$ cat src/rtl/mos_pkg.sv
package mos_pkg;

   // a is older than b when a-b, taken modulo 2^w, has its top bit set
   function automatic logic age_older(input logic [31:0] a, input logic [31:0] b, input int w);
      logic [31:0] d;
      d = (a - b) & ((32'd1 << w) - 32'd1);
      return (d != 32'd0) && d[w-1];
   endfunction

endpackage

$ cat src/rtl/mos_wbuf.sv
module mos_wbuf
   import mos_pkg::*;
#(
   parameter int AW     = 8,
   parameter int DW     = 8,
   parameter int AGE_W  = 4,
   parameter int DEPTH  = 4,
   parameter bit FWD_EN = 1'b1
) (
   input  logic             clk,
   input  logic             rst_n,
   input  logic             enq_valid,
   output logic             enq_ready,
   input  logic [AGE_W-1:0] enq_age,
   input  logic             enq_known,
   input  logic [AW-1:0]    enq_addr,
   input  logic [DW-1:0]    enq_data,
   input  logic             rsv_valid,
   input  logic [AGE_W-1:0] rsv_age,
   input  logic [AW-1:0]    rsv_addr,
   input  logic [DW-1:0]    rsv_data,
   input  logic             ret_valid,
   input  logic [AGE_W-1:0] ret_age,
   input  logic             flush_valid,
   input  logic [AGE_W-1:0] flush_age,
   input  logic             fire,
   output logic             sel_valid,
   output logic [AGE_W-1:0] sel_age,
   output logic [AW-1:0]    sel_addr,
   output logic [DW-1:0]    sel_data,
   output logic             unk_any,
   output logic [AGE_W-1:0] unk_age,
   input  logic [AGE_W-1:0] look_age,
   input  logic [AW-1:0]    look_addr,
   output logic             fwd_hit,
   output logic [DW-1:0]    fwd_data
);
   localparam int IW = $clog2(DEPTH);

   logic [DEPTH-1:0] v_q, known_q, ret_q;
   logic [AGE_W-1:0] age_q  [DEPTH];
   logic [AW-1:0]    addr_q [DEPTH];
   logic [DW-1:0]    data_q [DEPTH];
   logic [IW-1:0]    free_idx, sel_idx, unk_idx;

   assign enq_ready = ~(&v_q);

   always_comb begin
      free_idx = '0;
      for (int i = DEPTH-1; i >= 0; i--)
         if (!v_q[i]) free_idx = IW'(i);
   end

   // oldest retired entry with address and data known
   always_comb begin
      sel_valid = 1'b0;
      sel_idx   = '0;
      for (int i = 0; i < DEPTH; i++)
         if (v_q[i] && known_q[i] && ret_q[i] &&
             (!sel_valid || age_older(32'(age_q[i]), 32'(age_q[sel_idx]), AGE_W))) begin
            sel_valid = 1'b1;
            sel_idx   = IW'(i);
         end
   end
   assign sel_age  = age_q[sel_idx];
   assign sel_addr = addr_q[sel_idx];
   assign sel_data = data_q[sel_idx];

   // oldest entry whose address is still unknown
   always_comb begin
      unk_any = 1'b0;
      unk_idx = '0;
      for (int i = 0; i < DEPTH; i++)
         if (v_q[i] && !known_q[i] &&
             (!unk_any || age_older(32'(age_q[i]), 32'(age_q[unk_idx]), AGE_W))) begin
            unk_any = 1'b1;
            unk_idx = IW'(i);
         end
   end
   assign unk_age = age_q[unk_idx];

   generate
      if (FWD_EN) begin : g_fwd
         logic [IW-1:0] fwd_idx;
         // youngest known entry older than the load with the same address
         always_comb begin
            fwd_hit = 1'b0;
            fwd_idx = '0;
            for (int i = 0; i < DEPTH; i++)
               if (v_q[i] && known_q[i] && addr_q[i] == look_addr &&
                   age_older(32'(age_q[i]), 32'(look_age), AGE_W) &&
                   (!fwd_hit || age_older(32'(age_q[fwd_idx]), 32'(age_q[i]), AGE_W))) begin
                  fwd_hit = 1'b1;
                  fwd_idx = IW'(i);
               end
         end
         assign fwd_data = data_q[fwd_idx];
      end else begin : g_nofwd
         assign fwd_hit  = 1'b0;
         assign fwd_data = '0;
      end
   endgenerate

   always_ff @(posedge clk or negedge rst_n) begin
      if (!rst_n) begin
         v_q     <= '0;
         known_q <= '0;
         ret_q   <= '0;
         for (int i = 0; i < DEPTH; i++) begin
            age_q[i]  <= '0;
            addr_q[i] <= '0;
            data_q[i] <= '0;
         end
      end else begin
         for (int i = 0; i < DEPTH; i++) begin
            if (fire && sel_valid && sel_idx == IW'(i)) v_q[i] <= 1'b0;
            if (ret_valid && v_q[i] && age_q[i] == ret_age) ret_q[i] <= 1'b1;
            if (rsv_valid && v_q[i] && !known_q[i] && age_q[i] == rsv_age) begin
               known_q[i] <= 1'b1;
               addr_q[i]  <= rsv_addr;
               data_q[i]  <= rsv_data;
            end
            if (flush_valid && v_q[i] && !ret_q[i] &&
                age_older(32'(flush_age), 32'(age_q[i]), AGE_W)) v_q[i] <= 1'b0;
            if (enq_valid && enq_ready && free_idx == IW'(i)) begin
               v_q[i]     <= 1'b1;
               known_q[i] <= enq_known;
               ret_q[i]   <= 1'b0;
               age_q[i]   <= enq_age;
               addr_q[i]  <= enq_addr;
               data_q[i]  <= enq_data;
            end
         end
      end
   end

   // an accepted store occupies exactly one more slot
   assert_wr_enq_count_R8: assert property (@(posedge clk) disable iff (!rst_n)
      enq_valid && enq_ready && !fire && !flush_valid
      |=> $countones(v_q) == $past($countones(v_q)) + 1);

endmodule

$ cat src/rtl/mos_rdq.sv
module mos_rdq
   import mos_pkg::*;
#(
   parameter int AW    = 8,
   parameter int AGE_W = 4,
   parameter int DEPTH = 4
) (
   input  logic             clk,
   input  logic             rst_n,
   input  logic             enq_valid,
   output logic             enq_ready,
   input  logic [AGE_W-1:0] enq_age,
   input  logic             enq_known,
   input  logic [AW-1:0]    enq_addr,
   input  logic             rsv_valid,
   input  logic [AGE_W-1:0] rsv_age,
   input  logic [AW-1:0]    rsv_addr,
   input  logic             flush_valid,
   input  logic [AGE_W-1:0] flush_age,
   input  logic             blk_any,
   input  logic [AGE_W-1:0] blk_age,
   input  logic             pop,
   output logic             sel_valid,
   output logic [AGE_W-1:0] sel_age,
   output logic [AW-1:0]    sel_addr
);
   localparam int IW = $clog2(DEPTH);

   logic [DEPTH-1:0] v_q, known_q, go;
   logic [AGE_W-1:0] age_q  [DEPTH];
   logic [AW-1:0]    addr_q [DEPTH];
   logic [IW-1:0]    free_idx, sel_idx;

   assign enq_ready = ~(&v_q);

   always_comb begin
      free_idx = '0;
      for (int i = DEPTH-1; i >= 0; i--)
         if (!v_q[i]) free_idx = IW'(i);
   end

   // a load may go once known and no older store address is unknown
   always_comb begin
      for (int i = 0; i < DEPTH; i++)
         go[i] = v_q[i] && known_q[i] &&
                 !(blk_any && age_older(32'(blk_age), 32'(age_q[i]), AGE_W));
      sel_valid = 1'b0;
      sel_idx   = '0;
      for (int i = 0; i < DEPTH; i++)
         if (go[i] && (!sel_valid || age_older(32'(age_q[i]), 32'(age_q[sel_idx]), AGE_W))) begin
            sel_valid = 1'b1;
            sel_idx   = IW'(i);
         end
   end
   assign sel_age  = age_q[sel_idx];
   assign sel_addr = addr_q[sel_idx];

   always_ff @(posedge clk or negedge rst_n) begin
      if (!rst_n) begin
         v_q     <= '0;
         known_q <= '0;
         for (int i = 0; i < DEPTH; i++) begin
            age_q[i]  <= '0;
            addr_q[i] <= '0;
         end
      end else begin
         for (int i = 0; i < DEPTH; i++) begin
            if (pop && sel_valid && sel_idx == IW'(i)) v_q[i] <= 1'b0;
            if (rsv_valid && v_q[i] && !known_q[i] && age_q[i] == rsv_age) begin
               known_q[i] <= 1'b1;
               addr_q[i]  <= rsv_addr;
            end
            if (flush_valid && v_q[i] && age_older(32'(flush_age), 32'(age_q[i]), AGE_W))
               v_q[i] <= 1'b0;
            if (enq_valid && enq_ready && free_idx == IW'(i)) begin
               v_q[i]     <= 1'b1;
               known_q[i] <= enq_known;
               age_q[i]   <= enq_age;
               addr_q[i]  <= enq_addr;
            end
         end
      end
   end

   // checker state for the flush property
   logic             fl_q, fl_enq_q, stale;
   logic [AGE_W-1:0] fl_age_q;
   always_ff @(posedge clk or negedge rst_n) begin
      if (!rst_n) begin
         fl_q     <= 1'b0;
         fl_enq_q <= 1'b0;
         fl_age_q <= '0;
      end else begin
         fl_q     <= flush_valid;
         fl_enq_q <= enq_valid;
         fl_age_q <= flush_age;
      end
   end
   always_comb begin
      stale = 1'b0;
      for (int i = 0; i < DEPTH; i++)
         if (v_q[i] && age_older(32'(fl_age_q), 32'(age_q[i]), AGE_W)) stale = 1'b1;
   end

   // no load younger than the flush age survives the flush
   assert_flush_clears_R10: assert property (@(posedge clk) disable iff (!rst_n)
      fl_q && !fl_enq_q |-> !stale);

   // an accepted load occupies exactly one more slot
   assert_rd_enq_count_R8: assert property (@(posedge clk) disable iff (!rst_n)
      enq_valid && enq_ready && !pop && !flush_valid
      |=> $countones(v_q) == $past($countones(v_q)) + 1);

endmodule

$ cat src/rtl/mem_order_sched.sv
module mem_order_sched #(
   parameter int AW       = 8,
   parameter int DW       = 8,
   parameter int AGE_W    = 4,
   parameter int WB_DEPTH = 4,
   parameter int RQ_DEPTH = 4,
   parameter bit FWD_EN   = 1'b1
) (
   input  logic             clk,
   input  logic             rst_n,
   input  logic             wr_valid,
   output logic             wr_ready,
   input  logic [AGE_W-1:0] wr_age,
   input  logic             wr_known,
   input  logic [AW-1:0]    wr_addr,
   input  logic [DW-1:0]    wr_data,
   input  logic             rd_valid,
   output logic             rd_ready,
   input  logic [AGE_W-1:0] rd_age,
   input  logic             rd_known,
   input  logic [AW-1:0]    rd_addr,
   input  logic             rsv_valid,
   input  logic [AGE_W-1:0] rsv_age,
   input  logic [AW-1:0]    rsv_addr,
   input  logic [DW-1:0]    rsv_data,
   input  logic             ret_valid,
   input  logic [AGE_W-1:0] ret_age,
   input  logic             flush_valid,
   input  logic [AGE_W-1:0] flush_age,
   output logic             mem_req_valid,
   input  logic             mem_ready,
   output logic             mem_req_write,
   output logic [AGE_W-1:0] mem_req_age,
   output logic [AW-1:0]    mem_req_addr,
   output logic [DW-1:0]    mem_req_data,
   output logic             rsp_valid,
   output logic [AGE_W-1:0] rsp_age,
   output logic [DW-1:0]    rsp_data
);
   localparam int IN_FLIGHT = WB_DEPTH + RQ_DEPTH;

   generate
      if (WB_DEPTH < 2 || RQ_DEPTH < 2) begin : g_bad_depth
         $error("queue depths must be at least 2");
      end
      if ((1 << (AGE_W-1)) < IN_FLIGHT) begin : g_bad_age
         $error("AGE_W too narrow for the number of entries in flight");
      end
      if (AW < 1 || DW < 1) begin : g_bad_width
         $error("address and data widths must be positive");
      end
   endgenerate

   logic             wb_sel_valid, wb_fire, unk_any, fwd_hit;
   logic [AGE_W-1:0] wb_sel_age, unk_age;
   logic [AW-1:0]    wb_sel_addr;
   logic [DW-1:0]    wb_sel_data, fwd_data;
   logic             rq_sel_valid, rq_pop, rd_mem;
   logic [AGE_W-1:0] rq_sel_age;
   logic [AW-1:0]    rq_sel_addr;

   mos_wbuf #(.AW(AW), .DW(DW), .AGE_W(AGE_W), .DEPTH(WB_DEPTH), .FWD_EN(FWD_EN)) u_wbuf (
      .clk, .rst_n,
      .enq_valid(wr_valid), .enq_ready(wr_ready), .enq_age(wr_age),
      .enq_known(wr_known), .enq_addr(wr_addr), .enq_data(wr_data),
      .rsv_valid, .rsv_age, .rsv_addr, .rsv_data,
      .ret_valid, .ret_age, .flush_valid, .flush_age,
      .fire(wb_fire),
      .sel_valid(wb_sel_valid), .sel_age(wb_sel_age),
      .sel_addr(wb_sel_addr), .sel_data(wb_sel_data),
      .unk_any, .unk_age,
      .look_age(rq_sel_age), .look_addr(rq_sel_addr),
      .fwd_hit, .fwd_data
   );

   mos_rdq #(.AW(AW), .AGE_W(AGE_W), .DEPTH(RQ_DEPTH)) u_rdq (
      .clk, .rst_n,
      .enq_valid(rd_valid), .enq_ready(rd_ready), .enq_age(rd_age),
      .enq_known(rd_known), .enq_addr(rd_addr),
      .rsv_valid, .rsv_age, .rsv_addr,
      .flush_valid, .flush_age,
      .blk_any(unk_any), .blk_age(unk_age),
      .pop(rq_pop),
      .sel_valid(rq_sel_valid), .sel_age(rq_sel_age), .sel_addr(rq_sel_addr)
   );

   // store first; a load only when no store is eligible
   always_comb begin
      rd_mem        = !wb_sel_valid && rq_sel_valid && !fwd_hit;
      mem_req_valid = wb_sel_valid || rd_mem;
      mem_req_write = wb_sel_valid;
      mem_req_age   = wb_sel_valid ? wb_sel_age  : rq_sel_age;
      mem_req_addr  = wb_sel_valid ? wb_sel_addr : rq_sel_addr;
      mem_req_data  = wb_sel_valid ? wb_sel_data : '0;
      rsp_valid     = !wb_sel_valid && rq_sel_valid && fwd_hit;
      rsp_age       = rq_sel_age;
      rsp_data      = fwd_data;
      wb_fire       = wb_sel_valid && mem_ready;
      rq_pop        = rsp_valid || (rd_mem && mem_ready);
   end

   // a refused request is still there on the next cycle
   assert_req_hold_R9: assert property (@(posedge clk) disable iff (!rst_n)
      mem_req_valid && !mem_ready && !flush_valid |=> mem_req_valid);

   // a refused store request keeps its address until accepted
   assert_wr_stable_R3: assert property (@(posedge clk) disable iff (!rst_n)
      mem_req_valid && mem_req_write && !mem_ready
      |=> mem_req_write && $stable(mem_req_addr) && $stable(mem_req_age));

   // a forwarded response is never paired with a load request
   assert_fwd_no_mem_R6: assert property (@(posedge clk) disable iff (!rst_n)
      rsp_valid |-> !(mem_req_valid && !mem_req_write));

endmodule

$ cat config.mk
export PLATFORM = sky130hd
export DESIGN_NAME = mem_order_sched
export DESIGN_NICKNAME = d
export VERILOG_FILES = /design/src/rtl/mos_pkg.sv /design/src/rtl/mos_wbuf.sv /design/src/rtl/mos_rdq.sv /design/src/rtl/mem_order_sched.sv
export SDC_FILE = /design/constraint.sdc
export NUM_CORES = 1
export LEC_CHECK = 0
export BUFFER_PORTS_ARGS = -buffer_cell sky130_fd_sc_hd__buf_4
export CORE_ASPECT_RATIO = 0.8
export CORE_MARGIN = 1.5
export CORE_UTILIZATION = 28
export CTS_CLUSTER_SIZE = 16
export DETAILED_ROUTE_END_ITERATION = 6
export GPL_ROUTABILITY_DRIVEN = 0
export HOLD_SLACK_MARGIN = 0.12
export SLEW_MARGIN = 20
export SYNTH_ARGS = -nofsm -noshare
export SYNTH_HDL_FRONTEND = slang
export SYNTH_SLANG_ARGS = --single-unit
$ cat constraint.sdc
create_clock -name clk -period 21.2 [get_ports clk]
set_input_delay 1.06 -clock clk [delete_from_list [all_inputs] [get_ports clk]]
set_output_delay 1.06 -clock clk [all_outputs]
set_load 0.03 [all_outputs]
==> flow_summary_export.csv <==
group,metric,value,unit
outcome,status,"completed",
yosys,synth_ff_type,"dfrtp_1",
floorplan,fp-row-count,69,
sta,post-route-period-util,90.80,%
sta,maxSlewViolCount,0,
clock_tree,clkLatencyLatePin,0.46,ns
floorplan,initial_utilization,28.52,%
setup_path,path_common_cell,"ha_1",
floorplan,pin_count,107,
floorplan,core_area,44720,µm²
place,portBuffers,106,
sta,rsz0062_at_grt,"no",
sta,tns,0,ns
sta,fmax,51.95,MHz
global_routing,grt_first_pass_wirelength,73610,µm
place,dp_hpwl,35530,µm
floorplan,dieArea,46850,µm²
clock_tree,clockBufferDepth,2,
min_path,min_path_type,"register to register",
yosys,syn-mean-instance-area,8.218,µm²
setup_path,slowest_stage,"dfrtp_1",
final_layout,multi_input_area,8456,µm²
final_layout,seq_area,3704,µm²
setup_path,cp_slowest_stage_delay,0.63,ns
clock_tree,cts_resized,0,
place,postPlaceCellArea,14160,µm²
route,vias_per_cell,5.620,
final_layout,fin_cells,2215,
clock_tree,htreeDepth,4,
final_layout,fillers,4751,
global_routing,track_usage,20.33,%
yosys,syn_nets,1676,
clock_tree,clk_pin_slew,0.07,ns
route,vias,12448,
clock_tree,root_buffer,"clkbuf_16",
sta,worstMarginPinSlew,1.062,ns
sta,finalHoldViolations,0,
yosys,ys_types,97,
job,drv_cap,0,
yosys,synth_edf_count,0,
clock_tree,clock-sinks,148,
setup_path,required,20.14,ns
yosys,synth_top_area_share,29.04,%
floorplan,fp.dieW,241.6,µm
yosys,yosys.area.top_type,"dfrtp_1",
route,drc_errors,0,
global_routing,grt_pass1_vias,11785,
final_layout,drive_gt1_share,13.90,%
setup_path,cp_max_fo,16,
yosys,netlist_top_cells_count,"nand2_1, o21ai_0, dfrtp_1",
floorplan,die_h,193.9,µm
route,dr.pass1.iters,7,
yosys,yosysMostFrequentCell,"nand2_1",
sta,finalSetupViolCount,0,
sta,fin_crit,19.25,ns
yosys,syn_area,12750,µm²
final_layout,final_cell_area,14790,µm²
place,dp_cells,2183,
clock_tree,cts_hold_buf,0,
sta,holdWs,0.4854,ns
global_routing,antenna_found_initial,0,
sta,slew_headroom,28.98,%
clock_tree,cts_tree,"done",
setup_path,start_kind,"register",
yosys,synthCells,1552,
yosys,async_reset_ff_share,100.0,%
setup_path,endpoint_kind,"output pin",
yosys,ys_ff_latch,148,
setup_path,path_class,"register to output pin",
final_layout,diodes,0,
setup_path,cp.arrival,18.19,ns
sta,fin_worst_skew,0.01531,ns
yosys,yosysWarnings,0,
clock_tree,cts_made_buffers,17,
yosys,synth_area_leaders,"dfrtp_1, mux2i_1, o21ai_0, nand2_1, ha_1",
global_routing,overflow,0,
final_layout,final_net_count,1723,
final_layout,syn2layout_area_growth,15.92,%
route,detail_route.wl_per_cell,21.62,µm
route,drt_iter0_drc,1446,
clock_tree,post_cts.repair.setup_buffers,0,
route,antenna_left,0,
route,finalWirelength,47880,µm
global_routing,grt_max_degree,84,
yosys,seq_area_frac_synth,29.04,%
path summary, 6_finish.rpt:
check                                        startpoint                      endpoint  slack [ns]  cells after the start
setup / recovery           u_wbuf.age_q[10]$_DFFE_PN0P_                   rsp_data[0]        1.95                     74
hold / removal             u_rdq.addr_q[29]$_DFFE_PN0P_  u_rdq.addr_q[29]$_DFFE_PN0P_        0.49                      2
setup reg to reg           u_wbuf.age_q[10]$_DFFE_PN0P_      u_rdq.v_q[0]$_DFFE_PN0P_        5.81                     61
hold reg to reg            u_rdq.addr_q[29]$_DFFE_PN0P_  u_rdq.addr_q[29]$_DFFE_PN0P_        0.49                      2
max in group asynchronous                         rst_n  u_rdq.addr_q[23]$_DFFE_PN0P_       19.15                      2
min in group asynchronous                         rst_n    u_rdq.age_q[5]$_DFFE_PN0P_        0.67                      1
worst max-delay path, delay by kind of cell (launching register included):
kind | cells | cell delay, ns
xor+xnor | 3 | 0.63
buf+inv | 6 | 0.90
mux | 5 | 1.45
compound gates | 29 | 6.37
simple gates | 22 | 4.80
fa+ha+maj | 9 | 2.94
flops | 1 | 0.63
state kept, by name, indices dropped and copies added (netlist names):
name            flops
u_rdq.addr_q       32
u_wbuf.addr_q      32
u_wbuf.data_q      32
u_rdq.age_q        16
u_wbuf.age_q       16
u_rdq.known_q       4
u_rdq.v_q           4
u_wbuf.known_q      4
u_wbuf.ret_q        4
u_wbuf.v_q          4
cells in the final DEF (no fill, tap or decap), types with 54 or more instances in the layout:
cell type / n
ha_1: 54
dfrtp_1: 148
mux2i_1: 117
o21ai_0: 173
nor2_1: 65
a21oi_1: 70
xnor2_1: 58
inv_1: 67
buf_4: 130
nand2_1: 222
routing by layer:
layer  wire, µm  vias up  track usage, %
met5          0        -               0
met4        757        0           4.659
met3       4400       57           4.706
met2      20590      606           30.08
li1           -     5691               -
met1      22140     6094           29.68
stage by stage:
stage / util [%] / worst slack [ns]
6_report: 33.06 / 1.949
5_1_grt: 33.06 / 0.7361
3_3_place_gp: 31.66 / 3.682
4_1_cts: 33.06 / 2.244
2_1_floorplan: - / 3.523
3_5_place_dp: 31.66 / 2.933
kinds of logic (layout without fill, tap and decap cells):
family          count (synthesis)  in the layout  share of synthesized area [%]
buf+inv                       172            232                          5.209
fa+ha+maj                      54             54                          5.297
xor+xnor                      112            112                          7.975
flops                         148            148                          29.04
simple gates                  494            494                          18.82
compound gates                426            426                          21.78
mux                           146            146                          11.88
layout make-up:
cell class | count | area share (%)
clock buffers | 20 | 3.089
clock inverters | 12 | 1.142
inverters | 69 | 1.752
multi-input cells | 1232 | 57.19
flip-flops and latches | 148 | 25.05
well taps | 603 | 5.103
repair buffers | 131 | 6.677
Power is left out: the tool's default activity adds up to more than one toggle a clock period on the data nets, which glitch-free logic cannot reach.
